<file path="src/rtl/rx_fifo_pkg.sv">
// Package: rx_fifo_pkg
// Shared defaults and the status-flag bundle for the receive word FIFO.
// Assumes: flags in the bundle are active low, as seen at the top ports.
package rx_fifo_pkg;

    // default word width (64 bits holds 8 bytes per entry; 32 holds 4)
    localparam int DEF_DATA_W = 64;
    // default depth in words, must be a power of two
    localparam int DEF_DEPTH  = 16;

    // active-low occupancy flags produced together
    typedef struct packed {
        logic empty_n;
        logic aempty_n;
        logic afull_n;
    } fifo_flags_t;

    // flag values shown after reset: empty, not almost-empty, not almost-full
    localparam fifo_flags_t FLAGS_RESET = '{empty_n: 1'b0, aempty_n: 1'b1, afull_n: 1'b1};

endpackage

</file>
<file path="src/rtl/fifo_ptr_ctrl.sv">
// Module: fifo_ptr_ctrl
// Keeps the write and read pointers and the occupancy count. It decides which
// requested accesses are accepted: a write is refused when full and a read is
// refused when empty. It also presents the count that follows this edge, so
// the flag logic can register flags that match the resulting occupancy.
// Assumes: DEPTH is a power of two, so pointers wrap naturally.
module fifo_ptr_ctrl #(
    parameter int DEPTH  = 16,
    parameter int ADDR_W = $clog2(DEPTH),
    parameter int CNT_W  = ADDR_W + 1
) (
    input  logic              clk,
    input  logic              rst_n,
    input  logic              wr_req,
    input  logic              rd_req,
    output logic              wr_ok,
    output logic              rd_ok,
    output logic [ADDR_W-1:0] wr_ptr,
    output logic [ADDR_W-1:0] rd_ptr,
    output logic [CNT_W-1:0]  count,
    output logic [CNT_W-1:0]  count_nxt
);

    localparam logic [CNT_W-1:0] FULL_CNT = CNT_W'(DEPTH);

    logic is_full;
    logic is_empty;

    // occupancy decode of the current count
    always_comb begin
        is_full  = (count == FULL_CNT);
        is_empty = (count == '0);
    end

    // accept an access only when it cannot overflow or underflow
    always_comb begin
        wr_ok = wr_req && !is_full;
        rd_ok = rd_req && !is_empty;
    end

    // count after this edge, from the accepted accesses
    always_comb begin
        unique case ({wr_ok, rd_ok})
            2'b10:   count_nxt = count + 1'b1;
            2'b01:   count_nxt = count - 1'b1;
            default: count_nxt = count;
        endcase
    end

    // pointer and count registers
    always_ff @(posedge clk) begin
        if (!rst_n) begin
            wr_ptr <= '0;
            rd_ptr <= '0;
            count  <= '0;
        end else begin
            if (wr_ok) wr_ptr <= wr_ptr + 1'b1;
            if (rd_ok) rd_ptr <= rd_ptr + 1'b1;
            count <= count_nxt;
        end
    end

    // the count never exceeds the depth
    p_count_bound_r8: assert property (@(posedge clk) disable iff (!rst_n)
        count <= FULL_CNT);

    // a write against a full FIFO with no read leaves the write pointer still
    p_no_overflow_r8: assert property (@(posedge clk) disable iff (!rst_n)
        (is_full && wr_req && !rd_req) |=> ($stable(wr_ptr) && count == FULL_CNT));

    // a read against an empty FIFO with no write moves nothing
    p_no_underflow_r9: assert property (@(posedge clk) disable iff (!rst_n)
        (is_empty && rd_req && !wr_req) |=> ($stable(rd_ptr) && count == '0));

    // pointers separate only by the stored count
    p_ptr_gap_r9: assert property (@(posedge clk) disable iff (!rst_n)
        ADDR_W'(wr_ptr - rd_ptr) == ADDR_W'(count));

endmodule

</file>
<file path="src/rtl/fifo_store.sv">
// Module: fifo_store
// Word storage with a registered read port. An accepted write stores at the
// write pointer. An accepted read loads the word at the read pointer into the
// output register and raises the valid strobe for one cycle.
// Assumes: the pointer logic never accepts a write and a read at the same
// location in one edge (the read needs a stored word, the write needs a free slot).
module fifo_store #(
    parameter int DATA_W = 64,
    parameter int DEPTH  = 16,
    parameter int ADDR_W = $clog2(DEPTH)
) (
    input  logic              clk,
    input  logic              rst_n,
    input  logic              wr_ok,
    input  logic [ADDR_W-1:0] wr_ptr,
    input  logic [DATA_W-1:0] wr_data,
    input  logic              rd_ok,
    input  logic [ADDR_W-1:0] rd_ptr,
    output logic [DATA_W-1:0] rd_data,
    output logic              rd_valid
);

    logic [DATA_W-1:0] mem [DEPTH];

    // array write, no reset on storage
    always_ff @(posedge clk) begin
        if (wr_ok) mem[wr_ptr] <= wr_data;
    end

    // registered read word and its valid strobe
    always_ff @(posedge clk) begin
        if (!rst_n) begin
            rd_data  <= '0;
            rd_valid <= 1'b0;
        end else begin
            if (rd_ok) rd_data <= mem[rd_ptr];
            rd_valid <= rd_ok;
        end
    end

    // read data changes only in a cycle that carries a new word
    p_data_hold_r2: assert property (@(posedge clk) disable iff (!rst_n)
        !rd_valid |-> $stable(rd_data) || $past(!rst_n));

endmodule

</file>
<file path="src/rtl/fifo_flag_gen.sv">
// Module: fifo_flag_gen
// Registers the active-low status flags from the count that follows each edge,
// so each flag matches the occupancy that the read port shows in the same cycle.
// Almost-full uses two free-location levels: it turns on at or below the on
// level, turns off above the off level, and holds its value in between.
// Assumes: off level >= on level; thresholds are static during operation.
module fifo_flag_gen
    import rx_fifo_pkg::*;
#(
    parameter int DEPTH = 16,
    parameter int CNT_W = $clog2(DEPTH) + 1
) (
    input  logic             clk,
    input  logic             rst_n,
    input  logic [CNT_W-1:0] count_nxt,
    input  logic [CNT_W-1:0] on_free,
    input  logic [CNT_W-1:0] off_free,
    output fifo_flags_t      flags
);

    localparam logic [CNT_W-1:0] FULL_CNT = CNT_W'(DEPTH);

    logic [CNT_W-1:0] free_nxt;
    fifo_flags_t      flags_nxt;

    // free locations after this edge
    always_comb free_nxt = FULL_CNT - count_nxt;

    // next flag values, with hysteresis on almost-full
    always_comb begin
        flags_nxt.empty_n  = (count_nxt != '0);
        flags_nxt.aempty_n = (count_nxt != CNT_W'(1));
        if (free_nxt <= on_free)
            flags_nxt.afull_n = 1'b0;
        else if (free_nxt > off_free)
            flags_nxt.afull_n = 1'b1;
        else
            flags_nxt.afull_n = flags.afull_n;
    end

    // flag register
    always_ff @(posedge clk) begin
        if (!rst_n) flags <= FLAGS_RESET;
        else        flags <= flags_nxt;
    end

    // empty and almost-empty are never active together
    p_flag_excl_r5: assert property (@(posedge clk) disable iff (!rst_n)
        flags.empty_n || flags.aempty_n);

endmodule

</file>
<file path="src/rtl/rx_word_fifo.sv">
// Module: rx_word_fifo (top)
// Single-clock receive word FIFO with registered read data, a valid strobe,
// and active-low empty, almost-empty and hysteretic almost-full flags.
// Assumes: DEPTH is a power of two; DATA_W is 32 or 64; af_off_free is at
// least af_on_free and both stay static while running.
module rx_word_fifo
    import rx_fifo_pkg::*;
#(
    parameter int DATA_W = DEF_DATA_W,
    parameter int DEPTH  = DEF_DEPTH,
    localparam int ADDR_W = $clog2(DEPTH),
    localparam int CNT_W  = ADDR_W + 1
) (
    input  logic              clk,
    input  logic              rst_n,
    input  logic              wr_en,
    input  logic [DATA_W-1:0] wr_data,
    input  logic              rd_en_n,
    input  logic [CNT_W-1:0]  af_on_free,
    input  logic [CNT_W-1:0]  af_off_free,
    output logic [DATA_W-1:0] rd_data,
    output logic              rd_valid,
    output logic              empty_n,
    output logic              aempty_n,
    output logic              afull_n
);

    localparam logic [CNT_W-1:0] FULL_CNT = CNT_W'(DEPTH);

    logic              rd_req;
    logic              wr_ok;
    logic              rd_ok;
    logic [ADDR_W-1:0] wr_ptr;
    logic [ADDR_W-1:0] rd_ptr;
    logic [CNT_W-1:0]  count;
    logic [CNT_W-1:0]  count_nxt;
    fifo_flags_t       flags;

    // active-high internal read request
    always_comb rd_req = !rd_en_n;

    fifo_ptr_ctrl #(.DEPTH(DEPTH), .ADDR_W(ADDR_W), .CNT_W(CNT_W)) u_ptr (
        .clk       (clk),
        .rst_n     (rst_n),
        .wr_req    (wr_en),
        .rd_req    (rd_req),
        .wr_ok     (wr_ok),
        .rd_ok     (rd_ok),
        .wr_ptr    (wr_ptr),
        .rd_ptr    (rd_ptr),
        .count     (count),
        .count_nxt (count_nxt)
    );

    fifo_store #(.DATA_W(DATA_W), .DEPTH(DEPTH), .ADDR_W(ADDR_W)) u_store (
        .clk      (clk),
        .rst_n    (rst_n),
        .wr_ok    (wr_ok),
        .wr_ptr   (wr_ptr),
        .wr_data  (wr_data),
        .rd_ok    (rd_ok),
        .rd_ptr   (rd_ptr),
        .rd_data  (rd_data),
        .rd_valid (rd_valid)
    );

    fifo_flag_gen #(.DEPTH(DEPTH), .CNT_W(CNT_W)) u_flags (
        .clk       (clk),
        .rst_n     (rst_n),
        .count_nxt (count_nxt),
        .on_free   (af_on_free),
        .off_free  (af_off_free),
        .flags     (flags)
    );

    // expose flag bundle on the ports
    always_comb begin
        empty_n  = flags.empty_n;
        aempty_n = flags.aempty_n;
        afull_n  = flags.afull_n;
    end

    // empty flag matches a zero count
    p_empty_count_r4: assert property (@(posedge clk) disable iff (!rst_n)
        (!empty_n) == (count == '0));

    // almost-empty flag matches a count of one
    p_aempty_one_r5: assert property (@(posedge clk) disable iff (!rst_n)
        (!aempty_n) == (count == CNT_W'(1)));

    // a read request seen while non-empty yields a valid word next cycle
    p_valid_after_read_r2: assert property (@(posedge clk) disable iff (!rst_n)
        (rd_req && empty_n) |=> rd_valid);

    // a read request against an empty FIFO yields no valid word
    p_no_valid_empty_r3: assert property (@(posedge clk) disable iff (!rst_n)
        (rd_req && !empty_n) |=> !rd_valid);

    // almost-full is active whenever free space is at or below the on level
    p_afull_set_r6: assert property (@(posedge clk) disable iff (!rst_n)
        ((FULL_CNT - count) <= af_on_free) |-> !afull_n);

    // almost-full clears only with free space above the off level
    p_afull_clear_r7: assert property (@(posedge clk) disable iff (!rst_n)
        $rose(afull_n) |-> ((FULL_CNT - count) > af_off_free));

    // thresholds are ordered
    p_thr_order_r7: assert property (@(posedge clk) disable iff (!rst_n)
        af_off_free >= af_on_free);

endmodule

</file>
<file path="config.mk">
export PLATFORM = sky130hd
export DESIGN_NAME = rx_word_fifo
export DESIGN_NICKNAME = d
export VERILOG_FILES = /design/src/rtl/rx_fifo_pkg.sv /design/src/rtl/fifo_ptr_ctrl.sv /design/src/rtl/fifo_store.sv /design/src/rtl/fifo_flag_gen.sv /design/src/rtl/rx_word_fifo.sv
export SDC_FILE = /design/constraint.sdc
export NUM_CORES = 1
export LEC_CHECK = 0
export BUFFER_PORTS_ARGS = -buffer_cell sky130_fd_sc_hd__buf_2
export CAP_MARGIN = 10
export CORE_MARGIN = 2
export CORE_UTILIZATION = 60
export CTS_CLUSTER_SIZE = 8
export DETAILED_ROUTE_END_ITERATION = 10
export PLACE_DENSITY = 0.77
export SYNTH_ARGS = -nofsm -noshare
export SYNTH_HDL_FRONTEND = slang
export SYNTH_HIERARCHICAL = 1
export SYNTH_SLANG_ARGS = --single-unit
</file>
<file path="constraint.sdc">
create_clock -name clk -period 8.55 [get_ports clk]
set_input_delay 0.4275 -clock clk [delete_from_list [all_inputs] [get_ports clk]]
set_output_delay 0.4275 -clock clk [all_outputs]
set_load 0.03 [all_outputs]
</file>
==> flow_metrics.tcl <==
set metrics [dict create \
    cts_resized 0 \
    core_um2 70100 \
    vdd_ir_drop_max_mv 0.230 \
    die_x_um 271 \
    rrSetupSlack_ps 4060 \
    synth_nets 2631 \
    setup_violations 0 \
    hold_ws_ps 75.9 \
    numCtsBuffers 156 \
    synth_area_per_cell_um2 16.8 \
    cap_viol_max_count 0 \
    firstDrtPassIters 5 \
    floorplan.initialDensity 0.608 \
    grt_setup_unrepaired "no" \
    htreeDepth 4 \
    yosys.area.top_type "edfxtp_1" \
    grtUsageTotal 0.264 \
    num_vias 23408 \
    drt-initial-drc-count 2243 \
    crit_type "reg2reg" \
    nets 2838 \
    fin_crit_sh 0.525 \
    globalplace.congestion 0.799 \
    yosysSeqAreaShare 0.759 \
    antenna_found_initial 8 \
    grt_max_degree 141 \
    synth_seq_cells 1105 \
    yosysTopAreaCellShare 0.721 \
    slew_viol_final 0 \
    syn2layout_area_growth_pct 14.1 \
    postLayoutCellArea_um2 48700 \
    synth_fa_ha_area_frac 0.00604 \
    drive_gt1_frac 0.134 \
    die_area_um2 73200 \
    path_clk_slew_ps 50 \
    endpoint_kind "flop" \
    p_per_area_nw_per_um2 283 \
    drc 0 \
    ys.flop_type "edfxtp_1" \
    cts.sinks 1105 \
    tightest_slew_ps 1190 \
    synth_top_family_by_area "multiplexers" \
    grt_pass1_vias 24037 \
    cts_setup_buffers 0 \
    cts_tree "yes" \
    arrival_ps 5070 \
    synth_cells 2533 \
    wl_per_cell_um 25.5 \
    setup_tns_ps 0 \
    synth_edf_count 1024 \
    synth_warnings 6 \
    hpwlAfterDp_mm 44.8 \
    wirelength_mm 96.8 \
    synth_area_um2 42600 \
    cts_buffer_depth 3 \
    io_buffers 145 \
    grt_pass1_wl_mm 144 \
    synth_compound_area_frac 0.0405 \
    viasPerCell 6.16 \
    start_kind "flop" \
    hold_viol 0 \
    ios 146 \
    p_leak_nw 15.7 \
    path_max_fanout 6 \
    synth-simple-area-share 0.0485 \
    ys_types 41 \
    setup_ws_ps 4060 \
    insertion_delay_ps 720 \
    max_freq_mhz 223 \
    muxShareOfSynthArea 0.122 \
    slew_headroom 0.204 \
    min-delay-path-class "in2reg" \
    die_h_um 271 \
    post-place-ws_ps 4190 \
    dpl_cell_area_um2 44100 \
    synth.area.top_cells "edfxtp_1 (72%), mux2i_1 (12%), dfxtp_1 (3.8%), nand3_1 (2.3%), a22oi_1 (2.3%)" \
    ant_nets 0 \
    async_flop_share 0 \
    grt.overflow.total 0 \
    postCtsHoldBufs 0 \
    fin_crit_ps 4490 \
    fin_skew_ps 22.5 \
    cp.required_ps 9130 \
    synth_xor_area_frac 0.00164 \
    rows 97 \
    cts-root-buf "clkbuf_16" \
    outcome "completed" \
]
## registers in the layout (all words and copies together), names as in the netlist
| name | cells |
|---|---|
| u_ptr/rd_ptr | 4 |
| u_ptr/count | 5 |
| u_store/rd_valid | 1 |
| u_flags/flags | 3 |
| u_store/mem | 1024 |
| u_store/rd_data | 64 |
| u_ptr/wr_ptr | 4 |
## power breakdown
| part | internal [W] | switching (W) |
|---|---|---|
| logic | 0.000533 | 0.00125 |
| registers | 0.00621 | 0.000159 |
| clock network | 0.00347 | 0.00213 |
## worst paths after layout
check                                     end  cells past startpoint                              from
max reg2reg     u_flags/flags[0]$_SDFFE_PN1P_                     17         u_ptr/count[2]$_SDFF_PN0_
min reg2reg  u_store/rd_data[47]$_SDFFE_PN0P_                      2  u_store/rd_data[47]$_SDFFE_PN0P_
min              u_store/mem[8][61]$_DFFE_PP_                      1                       wr_data[61]
max             u_flags/flags[0]$_SDFFE_PN1P_                     17         u_ptr/count[2]$_SDFF_PN0_
## layout make-up
cell class                      instances  area (µm²)
Inverter                               17        63.8
Clock inverter                          7        87.6
Fill cell                            4444       21500
Multi-Input combinational cell       1275        9470
Sequential cell                      1105       32400
Timing Repair Buffer                  185        1050
Tap cell                              940        1180
Clock buffer                          262        4410
Antenna cell                            7        17.5
## worst max-delay path: stages, from the launching register on
cell     delay, ps
dfxtp_1        330
or4_4          580
o21ai_4        210
inv_1          180
ha_1           310
fa_1           440
a21o_1         220
a21oi_1        220
mux2i_1        350
xnor2_1        170
inv_1           80
ha_1           290
inv_1           90
ha_1           250
o21ai_0        110
nor2_1          90
nor4_1         280
o31ai_1        140
## per-stage QoR
stage          total power, W  cells   util
3_3_place_gp          0.00810   3522  0.629
5_1_grt                0.0142   3794  0.693
2_1_floorplan         0.00754   2533      -
6_report               0.0137   3798  0.694
3_5_place_dp          0.00821   3522  0.629
4_1_cts                0.0138   3791  0.693
## logic make-up (layout without fill, tap and decap cells)
family          count (synthesis)  after routing
simple gates                  455            455
xor+xnor                        8              8
other cells                     0              7
flops                        1105           1105
buf+inv                       153            471
mux                           519            519
compound gates                273            273
fa+ha+maj                      20             20
## routing by layer
layer	vias up	global-route usage	part of all wire
met5	-	0	0.00056
met4	8	0.0960	0.027
met3	216	0.0541	0.080
met2	1078	0.448	0.51
met1	11842	0.340	0.38
li1	10264	-	-
## cell usage after synthesis, types with 6 or more instances
library cell     n
inv_1           17
clkbuf_1        58
mux2i_1        518
edfxtp_1      1024
buf_4           22
a22oi_1        128
nand2_1        199
buf_1            8
a21oi_1        131
dfxtp_1         81
ha_1            19
and2_1          10
nand3_1        196
buf_2           13
nor2_1          19
xnor2_1          7
buf_6           32
nor3_1           6
nor2b_1          8
## cell usage in the layout (no fill, tap or decap), drive strengths merged, types with 4 or more instances in the layout
cell type,count
nor2b,8
a21oi,131
clkbuf,262
nand3,196
nor2,19
diode,7
nand2b,4
mux2i,518
inv,21
nor3,6
dfxtp,81
and2,10
edfxtp,1024
ha,19
a22oi,128
nand2,199
xnor2,7
buf,185
Power figures use the tool's default switching activity.
